--- src/rtl/pfd_delayed_clear.sv ---
module pfd_delayed_clear #(
  parameter int CLR_DELAY = 3
) (
  input  logic clk,
  input  logic rst,
  input  logic ref_in,
  input  logic fb_in,
  output logic up,
  output logic dn
);
  localparam int CW = (CLR_DELAY < 2) ? 1 : $clog2(CLR_DELAY);
  localparam logic [CW-1:0] LAST = CW'(CLR_DELAY - 1);

  logic ref_q, fb_q, hold_up, hold_dn;
  logic [CW-1:0] cnt;

  wire ref_rise = ref_in & ~ref_q;
  wire fb_rise  = fb_in & ~fb_q;
  wire both     = up & dn;
  wire fire     = both && (cnt == LAST);

  always_ff @(posedge clk) begin
    if (rst) begin
      ref_q   <= 1'b0;
      fb_q    <= 1'b0;
      up      <= 1'b0;
      dn      <= 1'b0;
      hold_up <= 1'b0;
      hold_dn <= 1'b0;
      cnt     <= '0;
    end else begin
      ref_q <= ref_in;
      fb_q  <= fb_in;
      if (fire) begin
        up      <= hold_up | ref_rise;
        dn      <= hold_dn | fb_rise;
        hold_up <= 1'b0;
        hold_dn <= 1'b0;
        cnt     <= '0;
      end else begin
        up <= up | ref_rise;
        dn <= dn | fb_rise;
        if (both) begin
          hold_up <= hold_up | ref_rise;
          hold_dn <= hold_dn | fb_rise;
          cnt     <= cnt + 1'b1;
        end else begin
          cnt <= '0;
        end
      end
    end
  end

  assert_reset_clears_R8: assert property (@(posedge clk) rst |=> (!up && !dn));
  assert_ref_edge_sets_R2: assert property (@(posedge clk) disable iff (rst)
    (ref_in && !ref_q) |=> up);
  assert_fb_edge_sets_R2: assert property (@(posedge clk) disable iff (rst)
    (fb_in && !fb_q) |=> dn);
  assert_level_inert_R1: assert property (@(posedge clk) disable iff (rst)
    (!up && !(ref_in && !ref_q)) |=> !up);
  assert_overlap_holds_R4: assert property (@(posedge clk) disable iff (rst)
    (both && cnt != LAST) |=> (up && dn));
  assert_up_falls_with_dn_R9: assert property (@(posedge clk) disable iff (rst)
    $fell(up) |-> $past(dn));
  assert_dn_falls_with_up_R9: assert property (@(posedge clk) disable iff (rst)
    $fell(dn) |-> $past(up));
  assert_window_edge_kept_R7: assert property (@(posedge clk) disable iff (rst)
    (fire && hold_up) |=> up);
endmodule

--- config.mk ---
export PLATFORM = sky130hd
export DESIGN_NAME = pfd_delayed_clear
export DESIGN_NICKNAME = d
export VERILOG_FILES = /design/src/rtl/pfd_delayed_clear.sv
export SDC_FILE = /design/constraint.sdc
export NUM_CORES = 1
export LEC_CHECK = 0
export BUFFER_PORTS_ARGS = -buffer_cell sky130_fd_sc_hd__buf_2
export CORE_AREA = 2 2 39 41
export CTS_CLUSTER_DIAMETER = 200
export DETAILED_ROUTE_END_ITERATION = 6
export DIE_AREA = 0 0 41 43
export PLACE_DENSITY = 0.5
export SYNTH_ARGS = -nofsm -noshare
export SYNTH_HDL_FRONTEND = slang
export SYNTH_SLANG_ARGS = --single-unit
--- constraint.sdc ---
create_clock -name clk -period 1.4 [get_ports clk]
set_clock_uncertainty 0.2 [all_clocks]
set_input_delay 0.28 -clock clk [delete_from_list [all_inputs] [get_ports clk]]
set_output_delay 0.28 -clock clk [all_outputs]
set_load 0.02 [all_outputs]
==> summary.md <==
| Metric | Value |
|---|---|
| Die Area | `1760 sq um` |
| Slowest CP cell | `dfxtp_2` |
| Maximum vdd drop | `250 uV` |
| Die H | `around 43 um` |
| Critical path launch point type | `register` |
| Max Fanout on Critical Path | `8` |
| Hold WC Path Type | `primary input to register` |
| Worst hold endpoint | `fb_q$_SDFF_PP0_` |
| Placed inst area | `330 sq um` |
| Core area | `1380 sq um` |
| First-pass detailed-route iteration total | `2` |
| Final GP Congestion | `between 0.5 and 0.6` |
| Mux contribution to synthesized area | `0%` |
| Final Cell Area | `about 360 sq um` |
| Seq cells post-synth | `8` |
| Vias per cell | `4.51` |
| Pin count of the biggest net entering global routing | `9` |
| CP max stage delay | `0.39 ns` |
| Compound-cell area share of the yosys netlist | `between 10% and 20%` |
| Final wirelength | `498 um` |
| Total CTS buffers | `3` |
| CP required | `0.92 ns` |
| Netlist cell types | `12` |
| Root Buffer | `clkbuf_4` |
| Clk buf depth | `2` |
| Clk sinks | `8` |
| Vias in the first global route | `189` |
| Unrepaired setup endpoints after global routing | `false` |
| Setup TNS | `0 ns` |
| Critical Path AT | `0.83 ns` |
| Max Cap Viol | `0` |
| Clock slew at reported path FFs | `0.05 ns` |
| Global-route wire length before repair | `731 um` |
| Sequential share of the synthesized area | `56.1%` |
| FF-to-FF path depth | `5` |
| CTS tree | `done` |
| CTS Hold Buffers Added | `0` |
| Final Hold Vio Count | `0` |
| Top Family by Delay on Critical Path | `flip-flops` |
| R2R setup slack | `around 0.17 ns` |
| CP Capture Type | `primary output` |
| Die width | `around 41 um` |
| Initial antenna violation count | `0` |
| Post-CTS Setup Repair Bufs | `0` |
| Slew of the pin with the lowest slew margin | `0.216 ns` |
| CP Class | `register to primary output` |
| Crit-path cells | `buf_2` |
| WL per Instance | `9.76 um` |
| Final setup viols | `0` |
| Commonest non-fill, non-tap cell in the layout | `dfxtp_1` |
| Synth warnings | `0` |
| Number of DRC markers in iteration 0 | `2` |
| I/O Buffers | `5` |
| All-layer global routing usage | `6.73%` |
| Post-synthesis cell count | `27` |
| Final std cells w/o fill | `51` |
| Max Slew Vio Count | `0` |
| Synth-to-Final Area Change | `24.6%` |
| Vias | `230` |
| Initial Util | `20.6%` |
| Largest family of logic cells by synthesized area | `simple AND/OR/NAND/NOR gates` |
| Period minus WS final | `1.31 ns` |
| Worst hold path startpoint | `fb_in` |
| Xor-xnor portion of the synthesized cell area | `0%` |
| Dpl cells | `48` |
| Synth Area in Simple Gates | `between 20% and 30%` |
| Start of the worst register-to-register path | `cnt[0]$_SDFF_PP0_` |
| Hold path cells | `2` |
| Reg-to-Reg End | `up$_SDFF_PP0_` |
| ANT cells | `0` |
| Relative slew slack | `between 80% and 90%` |
| LEAKAGE | `between 0.1 and 0.15 nW` |
| Syn avg cell area | `10.6 sq um` |
| Worst path bufs/invs | `1` |
| Fin crit share | `roughly 93%` |
| Grt ovf | `0` |
| Layout cells sized above 1 | `34.3%` |
| Syn_nets | `32` |
| Hpwl dp | `379 um` |
| Mapped cell area | `285 sq um` |
| Fmax | `0.766 GHz` |
| Pwr/cell area | `roughly 1300 nW/um^2` |
| IO Pins | `6` |
| Adder-Cell Fraction of Synth Area | `4.39%` |
| Leading cell types in the layout, fill and taps excluded | `6 x dfxtp_1, 5 x buf_2, 3 x clkbuf_4` |
| CTS H-Tree Depth | `1` |
| Clock latency on the worst-skew pair | `0.25 ns` |
| NumNets Final | `42` |
| Remaining DRCs | `0` |
| Std cell rows | `14` |
| ANT nets after route | `0` |
| Outcome | `complete, no violations` |
## worst max-delay path by stage
stage	end	cells after the start	from
final	up	1	up$_SDFF_PP0_
after floorplan	dn$_SDFF_PP0_	5	cnt[0]$_SDFF_PP0_
after global routing	dn	1	dn$_SDFF_PP0_
after global placement	dn$_SDFF_PP0_	5	cnt[0]$_SDFF_PP0_
after detailed placement	up$_SDFF_PP0_	5	cnt[0]$_SDFF_PP0_
after CTS	dn	1	dn$_SDFF_PP0_
## state kept, by name, summed over array words and instances (netlist names)
name,flops
cnt,2
dn,1
fb_q,1
hold_dn,1
hold_up,1
ref_q,1
up,1
## cell families (layout without fill, tap and decap cells)
family / count (synthesis) / after routing
compound gates: 6 / 6
fa+ha+maj: 1 / 1
buf+inv: 1 / 9
flops: 8 / 8
simple gates: 11 / 11
## report_power, final
| group | switching [mW] | internal (mW) |
|---|---|---|
| clock network | 0.0765 | 0.0980 |
| logic | 0.0186 | 0.0150 |
| registers | 0.0107 | 0.239 |
## routing by layer
metal / vias up / wire length [um] / GRT usage (%)
li1: 116 / - / -
met3: 3 / 4 / 1.57
met4: 0 / 17 / 10.0
met1: 108 / 212 / 6.11
met5: - / 0 / 0
met2: 3 / 264 / 9.38
## cell usage after synthesis
library cell  instances  area, sq um
nand3b_1              2         15.0
nor2b_1               2         12.5
nor4_1                2         12.5
a31oi_1               2         12.5
nor2_1                2         7.51
a311oi_1              2         17.5
nor2b_2               2         17.5
nand2_1               1         3.75
inv_1                 1         3.75
a21oi_1               2         10.0
dfxtp_1               8          160
ha_1                  1         12.5
## area by class of cell
class	count	area [sq um]
clock buffer	3	22.5
fill	154	1030
multi-input combinational	18	121
inverter	1	3.75
timing repair buffer	5	25.0
tap	16	20.0
sequential	8	163
## stage by stage
step / hold slack [ns] / util (%) / power, mW / setup slack [ns]
final: 0.0747 / 25.7 / 0.458 / 0.0944
after floorplan: 0.152 / - / 0.271 / 0.266
after detailed placement: 0.214 / 23.9 / 0.287 / 0.185
after CTS: 0.0699 / 25.6 / 0.464 / 0.0103
after global routing: 0.0776 / 25.7 / 0.483 / 0.0619
after global placement: 0.206 / 23.9 / 0.286 / 0.186
## repair_timing
item | in CTS | in global routing
endpoints found under the setup margin | 1 | 1
endpoints found under the hold margin | 0 | 0
gates resized for setup | 1 | 1
(Power assumes the default switching activity.)
